**src/rtl/lvt_pkg.sv**
```systemverilog
package lvt_pkg;
  localparam int unsigned LVT_W      = 32;
  localparam int unsigned LVT_AW     = 12;
  localparam int unsigned LVT_MAX    = 7;
  localparam int unsigned LVT_REG_N  = LVT_MAX - 1;
  localparam int unsigned LVT_IDX_W  = $clog2(LVT_MAX);
  localparam int unsigned CMC_IDX    = LVT_MAX - 1;
  localparam int unsigned MASK_BIT   = 16;
  localparam int unsigned SVR_EN_BIT = 8;
  localparam int unsigned SVR_W      = SVR_EN_BIT + 1;

  localparam logic [LVT_AW-1:0] OFF_VER  = 12'h030;
  localparam logic [LVT_AW-1:0] OFF_SVR  = 12'h0F0;
  localparam logic [LVT_AW-1:0] OFF_CMC  = 12'h2F0;
  localparam logic [LVT_AW-1:0] OFF_LVT0 = 12'h320;

  localparam logic [LVT_W-1:0] F_VEC   = 32'h0000_00FF;
  localparam logic [LVT_W-1:0] F_MODE  = 32'h0000_0700;
  localparam logic [LVT_W-1:0] F_POL   = 32'h0000_2000;
  localparam logic [LVT_W-1:0] F_TRIG  = 32'h0000_8000;
  localparam logic [LVT_W-1:0] F_MASK  = 32'h0001_0000;
  localparam logic [LVT_W-1:0] F_TMODE = 32'h0006_0000;

  typedef enum logic [LVT_IDX_W-1:0] {
    ENT_TIMER, ENT_THERM, ENT_PERF, ENT_PIN0, ENT_PIN1, ENT_ERR, ENT_CMC
  } ent_e;

  typedef struct packed {
    logic                 hit_ent;
    logic [LVT_IDX_W-1:0] idx;
    logic                 hit_ver;
    logic                 hit_svr;
    logic                 bad;
  } dec_t;

  function automatic logic [LVT_W-1:0] wr_mask(input int unsigned idx);
    logic [LVT_W-1:0] m;
    m = F_VEC | F_MASK;
    case (ent_e'(idx))
      ENT_TIMER:         m = m | F_TMODE;
      ENT_PERF, ENT_CMC: m = m | F_MODE;
      ENT_PIN0, ENT_PIN1: m = m | F_MODE | F_POL | F_TRIG;
      default:           m = m;
    endcase
    return m;
  endfunction
endpackage

```
**src/rtl/lvt_decode.sv**
```systemverilog
module lvt_decode
  import lvt_pkg::*;
(
  input  logic [LVT_AW-1:0] addr_i,
  input  logic              cmc_present_i,
  output dec_t              dec_o
);
  localparam logic [7:0] LINE0   = OFF_LVT0[11:4];
  localparam logic [7:0] LINE_END = LINE0 + 8'(LVT_REG_N);

  logic [7:0] line;
  assign line = addr_i[11:4];

  always_comb begin
    dec_o = '0;
    if (addr_i[3:0] == 4'h0) begin
      if (line >= LINE0 && line < LINE_END) begin
        dec_o.hit_ent = 1'b1;
        dec_o.idx     = LVT_IDX_W'(line - LINE0);
      end else if (line == OFF_CMC[11:4] && cmc_present_i) begin
        dec_o.hit_ent = 1'b1;
        dec_o.idx     = LVT_IDX_W'(CMC_IDX);
      end else if (line == OFF_VER[11:4]) begin
        dec_o.hit_ver = 1'b1;
      end else if (line == OFF_SVR[11:4]) begin
        dec_o.hit_svr = 1'b1;
      end
    end
    dec_o.bad = !(dec_o.hit_ent || dec_o.hit_ver || dec_o.hit_svr);
  end
endmodule

```
**src/rtl/lvt_entry.sv**
```systemverilog
module lvt_entry
  import lvt_pkg::*;
#(
  parameter int unsigned IDX = 0
) (
  input  logic             clk,
  input  logic             rst_n,
  input  logic             wr_i,
  input  logic [LVT_W-1:0] wdata_i,
  input  logic             sw_en_i,
  input  logic             mask_all_i,
  output logic [LVT_W-1:0] q_o
);
  localparam logic [LVT_W-1:0] WMASK = wr_mask(IDX);

  logic [LVT_W-1:0] q_q, q_n;
  logic             q_en;

  always_comb begin
    q_n  = q_q;
    q_en = 1'b0;
    if (wr_i) begin
      q_en = 1'b1;
      q_n  = (wdata_i | (sw_en_i ? '0 : F_MASK)) & WMASK;
    end else if (mask_all_i) begin
      q_en = 1'b1;
      q_n  = q_q | F_MASK;
    end
  end

  always_ff @(posedge clk or negedge rst_n) begin
    if (!rst_n)    q_q <= F_MASK;
    else if (q_en) q_q <= q_n;
  end

  assign q_o = q_q;
endmodule

```
**src/rtl/lvt_rdmux.sv**
```systemverilog
module lvt_rdmux
  import lvt_pkg::*;
#(
  parameter logic [7:0] VER_CODE = 8'h14
) (
  input  dec_t                        dec_i,
  input  logic [LVT_MAX-1:0][LVT_W-1:0] ent_i,
  input  logic                        cmc_present_i,
  input  logic [SVR_W-1:0]            svr_i,
  output logic [LVT_W-1:0]            rd_o
);
  logic [LVT_W-1:0] ent_sel;
  logic [7:0]       cnt_m1;

  always_comb begin
    ent_sel = '0;
    for (int i = 0; i < LVT_MAX; i++) begin
      if (dec_i.idx == LVT_IDX_W'(i)) ent_sel = ent_i[i];
    end
  end

  assign cnt_m1 = cmc_present_i ? 8'(LVT_MAX - 1) : 8'(LVT_MAX - 2);

  always_comb begin
    rd_o = '0;
    if (dec_i.hit_ent)      rd_o = ent_sel;
    else if (dec_i.hit_ver) rd_o = {8'h00, cnt_m1, 8'h00, VER_CODE};
    else if (dec_i.hit_svr) rd_o = LVT_W'(svr_i);
  end
endmodule

```
**src/rtl/lvt_regbank.sv**
```systemverilog
module lvt_regbank
  import lvt_pkg::*;
#(
  parameter logic [7:0] VER_CODE = 8'h14
) (
  input  logic        clk,
  input  logic        rst_n,
  input  logic        cmc_cap_i,
  input  logic        req_i,
  input  logic        we_i,
  input  logic [11:0] addr_i,
  input  logic [31:0] wdata_i,
  output logic [31:0] rdata_o,
  output logic        bad_o
);
  dec_t                          dec;
  logic                          cmc_q;
  logic [LVT_MAX-1:0][LVT_W-1:0] ent_q;
  logic [SVR_W-1:0]              svr_q, svr_n;
  logic                          svr_en;
  logic                          ent_wr, mask_all;
  logic [LVT_W-1:0]              rd_mux;
  logic [LVT_W-1:0]              rdata_q, rdata_n;
  logic                          rd_en;
  logic                          bad_q, bad_n;

  // Capability register: loaded on clock edges seen while reset is held.
  always_ff @(posedge clk) begin
    if (!rst_n) cmc_q <= cmc_cap_i;
  end

  lvt_decode u_dec (
    .addr_i        (addr_i),
    .cmc_present_i (cmc_q),
    .dec_o         (dec)
  );

  assign ent_wr   = req_i && we_i && dec.hit_ent;
  assign svr_en   = req_i && we_i && dec.hit_svr;
  assign mask_all = svr_en && !wdata_i[SVR_EN_BIT];

  for (genvar g = 0; g < LVT_MAX; g++) begin : g_ent
    lvt_entry #(.IDX(g)) u_ent (
      .clk        (clk),
      .rst_n      (rst_n),
      .wr_i       (ent_wr && (dec.idx == LVT_IDX_W'(g))),
      .wdata_i    (wdata_i),
      .sw_en_i    (svr_q[SVR_EN_BIT]),
      .mask_all_i (mask_all),
      .q_o        (ent_q[g])
    );
  end

  assign svr_n = wdata_i[SVR_W-1:0];

  always_ff @(posedge clk or negedge rst_n) begin
    if (!rst_n)      svr_q <= '0;
    else if (svr_en) svr_q <= svr_n;
  end

  lvt_rdmux #(.VER_CODE(VER_CODE)) u_rd (
    .dec_i         (dec),
    .ent_i         (ent_q),
    .cmc_present_i (cmc_q),
    .svr_i         (svr_q),
    .rd_o          (rd_mux)
  );

  assign rd_en   = req_i && !we_i;
  assign rdata_n = dec.bad ? '0 : rd_mux;
  assign bad_n   = req_i && dec.bad;

  always_ff @(posedge clk or negedge rst_n) begin
    if (!rst_n)     rdata_q <= '0;
    else if (rd_en) rdata_q <= rdata_n;
  end

  always_ff @(posedge clk or negedge rst_n) begin
    if (!rst_n) bad_q <= 1'b0;
    else        bad_q <= bad_n;
  end

  assign rdata_o = rdata_q;
  assign bad_o   = bad_q;
endmodule

```
**config.mk**
```make
export PLATFORM = sky130hd
export DESIGN_NAME = lvt_regbank
export DESIGN_NICKNAME = d
export VERILOG_FILES = /design/src/rtl/lvt_pkg.sv /design/src/rtl/lvt_decode.sv /design/src/rtl/lvt_entry.sv /design/src/rtl/lvt_rdmux.sv /design/src/rtl/lvt_regbank.sv
export SDC_FILE = /design/constraint.sdc
export NUM_CORES = 1
export LEC_CHECK = 0
export ABC_AREA = 1
export BUFFER_PORTS_ARGS = -buffer_cell sky130_fd_sc_hd__buf_2
export CORE_MARGIN = 2
export CORE_UTILIZATION = 45
export CTS_CLUSTER_DIAMETER = 30
export DETAILED_ROUTE_END_ITERATION = 8
export GPL_TIMING_DRIVEN = 0
export HOLD_SLACK_MARGIN = 0.1
export PLACE_DENSITY = 0.65
export SYNTH_ARGS = -nofsm -noshare
export SYNTH_HDL_FRONTEND = slang
export SYNTH_SLANG_ARGS = --single-unit
```
**constraint.sdc**
```tcl
create_clock -name clk -period 3.35 [get_ports clk]
set_input_delay 0.335 -clock clk [delete_from_list [all_inputs] [get_ports clk]]
set_output_delay 0.335 -clock clk [all_outputs]
set_load 0.02 [all_outputs]
```
# --- After elaboration in Yosys (flattened, before gate mapping) ---
# Index checks and enable logic that the tools add are counted.
classes:
  addsub: 1
  order_cmp: 2
  eq_ne: 9
  n_mux: 37
  bitwise: 1
  n_reduce_logical: 43
op_table:
  columns: ["operator", "count"]
  rows:
  - ["2-to-1 mux 32 bit", 17]
  - ["2-to-1 mux 17 bit", 2]
  - ["AND reduction 2 bit", 14]
  - ["OR 19 bit", 1]
  - ["logical AND 1 bit", 15]
  - ["nonzero test 2 bit", 7]
  - ["2-to-1 mux 1 bit", 11]
  - ["equality test 3 bit (second input constant)", 3]
  - ["2-to-1 mux 9 bit", 1]
  - ["equality test 8 x 2 -> 1 bit (second input constant)", 1]
  - ["equality test 8 x 4 -> 1 bit (second input constant)", 1]
  - ["equality test 8 x 6 -> 1 bit (second input constant)", 1]
  - [">= comparator 8 x 6 -> 1 bit (second input constant)", 1]
  - ["< comparator 8 x 6 -> 1 bit (second input constant)", 1]
  - ["2-to-1 mux 4 bit", 2]
  - ["equality test 3 x 2 -> 1 bit (second input constant)", 2]
  - ["2-to-1 mux 2 bit", 3]
  - ["2-to-1 mux 6 bit", 1]
  - ["zero test 4 bit", 1]
  - ["equality test 3 x 1 -> 1 bit (second input constant)", 1]
  - ["zero test 1 bit", 3]
  - ["zero test 3 bit", 1]
  - ["subtractor 3 x 2 -> 3 bit (second input constant)", 1]
  - ["logical OR 1 bit", 2]
word_totals:
  reg_bits: 267
  input_bits: 49
  output_inout_bits: 33
  elab_cells: 111

# --- Logic depth before layout (Yosys ltp) ---
depth:
  ltp_word: 16
  ltp_mapped: 18
  depth_no_buf: 18

# --- Modules after synthesis ---
# From an unflattened synthesis, not the netlist that was laid out.
unflattened:
  hier_cells: 1408
  area_unflattened_um2: 9296.4
modules_own_cells:
  columns: ["module", "n_inst", "cells_each", "area_each_um2", "seq_area_each_um2"]
  rows:
  - ["lvt_rdmux", 1, 578, 2476.1, 0.0]
  - ["lvt_regbank", 1, 271, 2000.7, 1081.0]
  - ["lvt_entry (g_ent[3].u_ent ...)", 2, 82, 753.2, 351.6]
  - ["lvt_entry (g_ent[2].u_ent ...)", 2, 75, 664.4, 301.5]
  - ["lvt_entry (g_ent[1].u_ent ...)", 2, 66, 573.0, 226.5]
  - ["lvt_entry (g_ent[0].u_ent)", 1, 72, 650.6, 276.5]
  - ["lvt_decode", 1, 41, 187.7, 0.0]

# --- Worst setup path before layout ---
# OpenSTA, ideal clock, no wires.
synth_path:
  path_type: "input to register"
  from: "in addr_i[6]"
  to: "reg g_ent[1].u_ent.q_q[6]"
  setup_time_ns: 0.123
  arrival_ns: 1.774
  t_required_ns: 3.227
  slack_ns: 1.454
  stages: 15
  path_buffers: 1
  cell_sequence: "inv_1 > ha_1 > nand2_1 > nand3_2 > nand2_2 > nand2_4 > nand3_4 > inv_2 > nor2_4 > inv_2 > nor2_4 > inv_2 > buf_6 > nand2_1 > o21ai_2"
synth_between:
  elab_chain_cells: 11
  elab_cells_between_ends: 24
  classes_between: "1 x add/sub; 2 x order compare; 4 x eq/ne; 10 x mux; 7 x reduce/logical"
synth_rtl:
  columns: ["element", "line_no", "text"]
  rows:
  - ["start, declared", "lvt_regbank.sv:11", "input logic [11:0] addr_i,"]
  - ["equality test 8 x 4 -> 1 bit", "lvt_decode.sv:25", "end else if (line == OFF_SVR[11:4]) begin"]
  - ["2-to-1 mux 1 bit", "lvt_decode.sv:25", null]
  - ["2-to-1 mux 1 bit", "lvt_decode.sv:23", "end else if (line == OFF_VER[11:4]) begin"]
  - ["2-to-1 mux 2 bit", "lvt_decode.sv:20", "end else if (line == OFF_CMC[11:4] && cmc_present_i) begin"]
  - ["2-to-1 mux 2 bit", "lvt_decode.sv:17", "if (line >= LINE0 && line < LINE_END) begin"]
  - ["2-to-1 mux 6 bit *", "lvt_decode.sv:16", "if (addr_i[3:0] == 4'h0) begin"]
  - ["logical AND 1 bit", "lvt_regbank.sv:39", "assign svr_en = req_i && we_i && dec.hit_svr;"]
  - ["logical AND 1 bit", "lvt_regbank.sv:40", "assign mask_all = svr_en && !wdata_i[SVR_EN_BIT];"]
  - ["2-to-1 mux 1 bit", "lvt_entry.sv:25", "end else if (mask_all_i) begin"]
  - ["2-to-1 mux 1 bit", "lvt_entry.sv:22", "if (wr_i) begin"]
  - ["AND reduction 2 bit (no line)", null, null]
  - ["end signal, assigned", "lvt_entry.sv:33", "else if (q_en) q_q <= q_n;"]
  - ["end, declared", "lvt_entry.sv:16", "logic [LVT_W-1:0] q_q, q_n;"]
# Every way passes the cells marked *; elsewhere a longest branch is shown, timed or not. The select of a mux whose other input is x is not followed.
# A chain may end at the register's enable or synchronous reset.

# --- Worst setup path in the final report ---
layout_path:
  from: "reg cmc_q"
  to: "reg rdata_q[6], in the netlist rdata_o[6]"
layout_between:
  elab_chain_cells: 14
  elab_cells_between_ends: 26
  classes_between: "6 x eq/ne; 16 x mux; 4 x reduce/logical"
layout_rtl:
  columns: ["element", "line_no", "text"]
  rows:
  - ["start, declared", "lvt_regbank.sv:17", "logic cmc_q;"]
  - ["start signal, assigned", "lvt_regbank.sv:29", "if (!rst_n) cmc_q <= cmc_cap_i;"]
  - ["logical AND 1 bit *", "lvt_decode.sv:20", null]
  - ["2-to-1 mux 4 bit", "lvt_decode.sv:20", null]
  - ["2-to-1 mux 4 bit", "lvt_decode.sv:17", null]
  - ["2-to-1 mux 6 bit *", "lvt_decode.sv:16", null]
  - ["zero test 3 bit", "lvt_rdmux.sv:18", "if (dec_i.idx == LVT_IDX_W'(i)) ent_sel = ent_i[i];"]
  - ["2-to-1 mux 32 bit (7 in a row)", "lvt_rdmux.sv:18", null]
  - ["2-to-1 mux 32 bit", "lvt_rdmux.sv:26", "if (dec_i.hit_ent) rd_o = ent_sel;"]
  - ["2-to-1 mux 32 bit *", "lvt_regbank.sv:70", "assign rdata_n = dec.bad ? '0 : rd_mux;"]
  - ["end signal, assigned", "lvt_regbank.sv:75", "else if (rd_en) rdata_q <= rdata_n;"]
  - ["end, declared", "lvt_regbank.sv:23", "logic [LVT_W-1:0] rdata_q, rdata_n;"]
# Every way passes the cells marked *; elsewhere a longest branch is shown, timed or not.

==> flow_summary.toml <==
[run_status]
status = "finished, final reports clean"

[finish]
syn2layout_area_growth_pct = 15.6
num_antenna_cells = 0
final_nets = 775
fin_area_um2 = 6280
fin_cells = 877
layout-drive-gt1-share = 0.245
fill_cells = 1144

[power]
seqPwrFrac = 0.525
netSwitchingPower_w = 0.000584
swShare = 0.231
p_int_w = 0.00194
p_total_w = 0.00252
vdd.ir_drop.worst_mv = 0.206
power.leakage_nw = 3.39
power.density_nw_per_um2 = 402
comb_power_share = 0.045
clkPwrFrac = 0.431

[drt]
drt_iter0_markers = 288
drc_errors = 0
antenna_left = 0
drt-total-wl_mm = 13.5
via_per_inst = 5.16
vias = 4522
drt_first_pass_iters = 4
wire_per_inst_um = 15.3

[worst_setup_path]
crit_arrival_ns = 2.45
critPathRequiredTime_ns = 3.60
critPathSlowestCell = "edfxtp_1"
crit_fanout = 10
crit_top_cell = "nand2_1"
crit_type = "register to register"
crit_path_cell_trace = "inv_1 -> nor2_1 -> nand3_1 -> nand2_4 -> nand3_4 -> inv_2 -> nor2_4 -> nand2_1 -> nand3_1 -> o21ai_0 -> nand4_1 -> nand2_1 -> nand2_1 -> nand2_1 -> nand2_1"
rr_worst_depth = 15
cpPeakStageDelay_ns = 0.40
ff2ff_setup_slack_ns = 1.14
reg2reg_to = "rdata_o[6]"
startpoint_type = "register"
end_kind = "register"
reg2reg_from = "cmc_q"

[synthesis]
synth_area_leaders = "dfrtp_1 47%, nand2_1 14%, o21ai_0 7.0%, dfstp_2 3.4%, inv_1 3.3%"
synth_cells = 647
synth.yosys.seq_area_share = 0.504
avgSynthCellArea_um2 = 8.40
yosys_register_bits = 109
yosysMostFrequentCell = "nand2_1"
netlist_area_um2 = 5430
synth-edff-count = 1
async_flop_share = 0.991
synth-main-ff-cell = "dfrtp_1"
syn_nets = 697
netlist_top_cells_count = "208 x nand2_1, 101 x dfrtp_1, 76 x o21ai_0, 48 x inv_1, 33 x nor2_1"
yosys_warnings = 0
synth_top_area_frac = 0.465
synth_cell_type_count = 39
synth_area_leader_cell = "dfrtp_1"

[flow_run]
timing.max_cap.violations = 0

[worst_hold_path]
holdPathStages = 1
hp-class = "input pin to register"
min_to = "cmc_q"
min_from = "cmc_cap_i"

[sta]
worst_pin_slew_ns = 0.719
tns_ns = 0
finalHoldViolations = 0
finalMaxSlewViolations = 0
setup_viol = 0
fin_crit_ns = 2.21
skew_ns = 0.00895
hold_slack_ns = 0.156
maxSlewHeadroom = 0.521
rsz0062_at_grt = "false"
period_share = 0.659
max_freq_mhz = 453

[clock_tree]
clkSlewWorstSetupHoldPaths_ns = 0.07
htreeDepth = 3
root_buffer = "clkbuf_16"
cts_resized = 0
cts_tree = "done"
clockBufferDepth = 2
cts.sinks = 109
postCtsSetupRepairBufs = 0
cts_buffers = 9
worstSkewPairLatency_ns = 0.35

[floorplan]
die_w_um = 114
core_region_area_um2 = 11900
fp.dieH_um = 114
io_pins = 82
die-area_um2 = 13000
initial_core_util = 0.456
num_rows = 40

[placement]
dp.cells = 860
placed_cell_area_um2 = 5970
dp.final_hpwl_mm = 10.1
gp_congestion = 0.901
port_buffers = 65

[global_route]
grt_overflow = 0
antenna_found_initial = 0
grt_max_degree = 57
grt_usage = 0.218
first_global_vias = 4330
grt_first_pass_wirelength_mm = 22.0
## worst max-delay path by stage
stage / startpoint / to / slack, ns / cells past startpoint
finish: cmc_q / rdata_o[6] / 1.14 / 15
global route: cmc_q / rdata_o[7] / 1.02 / 15
CTS: cmc_q / rdata_o[7] / 1.15 / 15
detailed placement: addr_i[11] / rdata_o[7] / 0.90 / 17
global placement: rst_n / rdata_o[7] / 0.74 / 1
floorplan: addr_i[6] / g_ent[1].u_ent.q_o[6] / 1.45 / 15
## kinds of logic after synthesis
logic type | Yosys count | share of synthesized area
buffers and inverters | 97 | 0.0893
AOI/OAI and AO/OA | 121 | 0.126
and+or+nand+nor | 319 | 0.278
DFF | 109 | 0.504
adders and majority gates | 1 | 0.00230
## flip-flops by register name, indices dropped and copies added, names as in the netlist
| signal | flops |
|---|---|
| cmc_q | 1 |
| g_ent.u_ent.q_o | 81 |
| rdata_o | 17 |
| svr_q | 9 |
| bad_o | 1 |
## worst max-delay path: cells and delay by family (launching register included)
kind                   cells  cell delay (ns)
AND/OR/NAND/NOR           12             1.29
buffers and inverters      2             0.25
AO/OA/AOI/OAI              1             0.15
flip-flops                 1             0.40
## metrics by stage
step / util / worst slack (ns)
CTS: 0.527 / 1.15
detailed placement: 0.501 / 0.903
global placement: 0.499 / 0.738
floorplan: - / 1.45
global route: 0.527 / 1.02
finish: 0.527 / 1.14
## layer usage
layer | track usage | wire, um
met5 | 0 | 0
met4 | 0.0797 | 281
met3 | 0.0223 | 431
met2 | 0.368 | 6540
met1 | 0.294 | 6210
## power groups by stage
| stage | Clock [W] | Sequential, W | Combinational (W) |
|---|---|---|---|
| 6_report | 0.00109 | 0.00132 | 0.000112 |
| 5_1_grt | 0.00114 | 0.00132 | 0.000127 |
| 4_1_cts | 0.00110 | 0.00132 | 0.000115 |
| 3_5_place_dp | 0 | 0.00135 | 0.000114 |
| 3_3_place_gp | 0 | 0.00135 | 0.000107 |
| 2_1_floorplan | 0 | 0.00135 | 0.0000403 |
## layout make-up
| type | instances | area, um^2 | share of cell area |
|---|---|---|---|
| clock buffers | 10 | 229 | 0.0365 |
| flip-flops and latches | 109 | 2740 | 0.436 |
| plain buffers | 32 | 235 | 0.0375 |
| multi-input cells | 441 | 2210 | 0.351 |
| clock inverters | 6 | 68.8 | 0.0110 |
| repair buffers | 67 | 365 | 0.0582 |
| inverters | 65 | 250 | 0.0398 |
| well taps | 147 | 184 | 0.0293 |
## layout by cell type (no fill, tap or decap), types with 4 or more instances in the layout
| cell | synthesis | layout |
|---|---|---|
| a21oi_1 | 10 | 10 |
| buf_2 | 3 | 67 |
| buf_4 | 17 | 18 |
| buf_6 | 6 | 6 |
| clkbuf_1 | 4 | 5 |
| clkbuf_16 | 0 | 9 |
| dfrtp_1 | 101 | 101 |
| dfstp_2 | 7 | 7 |
| inv_1 | 48 | 48 |
| inv_2 | 13 | 13 |
| nand2_1 | 208 | 208 |
| nand2_2 | 6 | 6 |
| nand2_4 | 7 | 7 |
| nand3_1 | 27 | 27 |
| nand3b_1 | 5 | 5 |
| nand4_1 | 9 | 9 |
| nor2_1 | 33 | 33 |
| nor2_4 | 8 | 8 |
| o211ai_1 | 4 | 4 |
| o21ai_0 | 76 | 76 |
| o21ai_1 | 10 | 10 |
| o21ai_2 | 14 | 14 |
| or2_0 | 4 | 4 |
## what timing repair did
item | in CTS | in global routing
hold buffers | 1 | 0
endpoints found under the hold margin | 52 | 0
endpoints found under the setup margin | 0 | 0
Power figures use the tool's default switching activity.
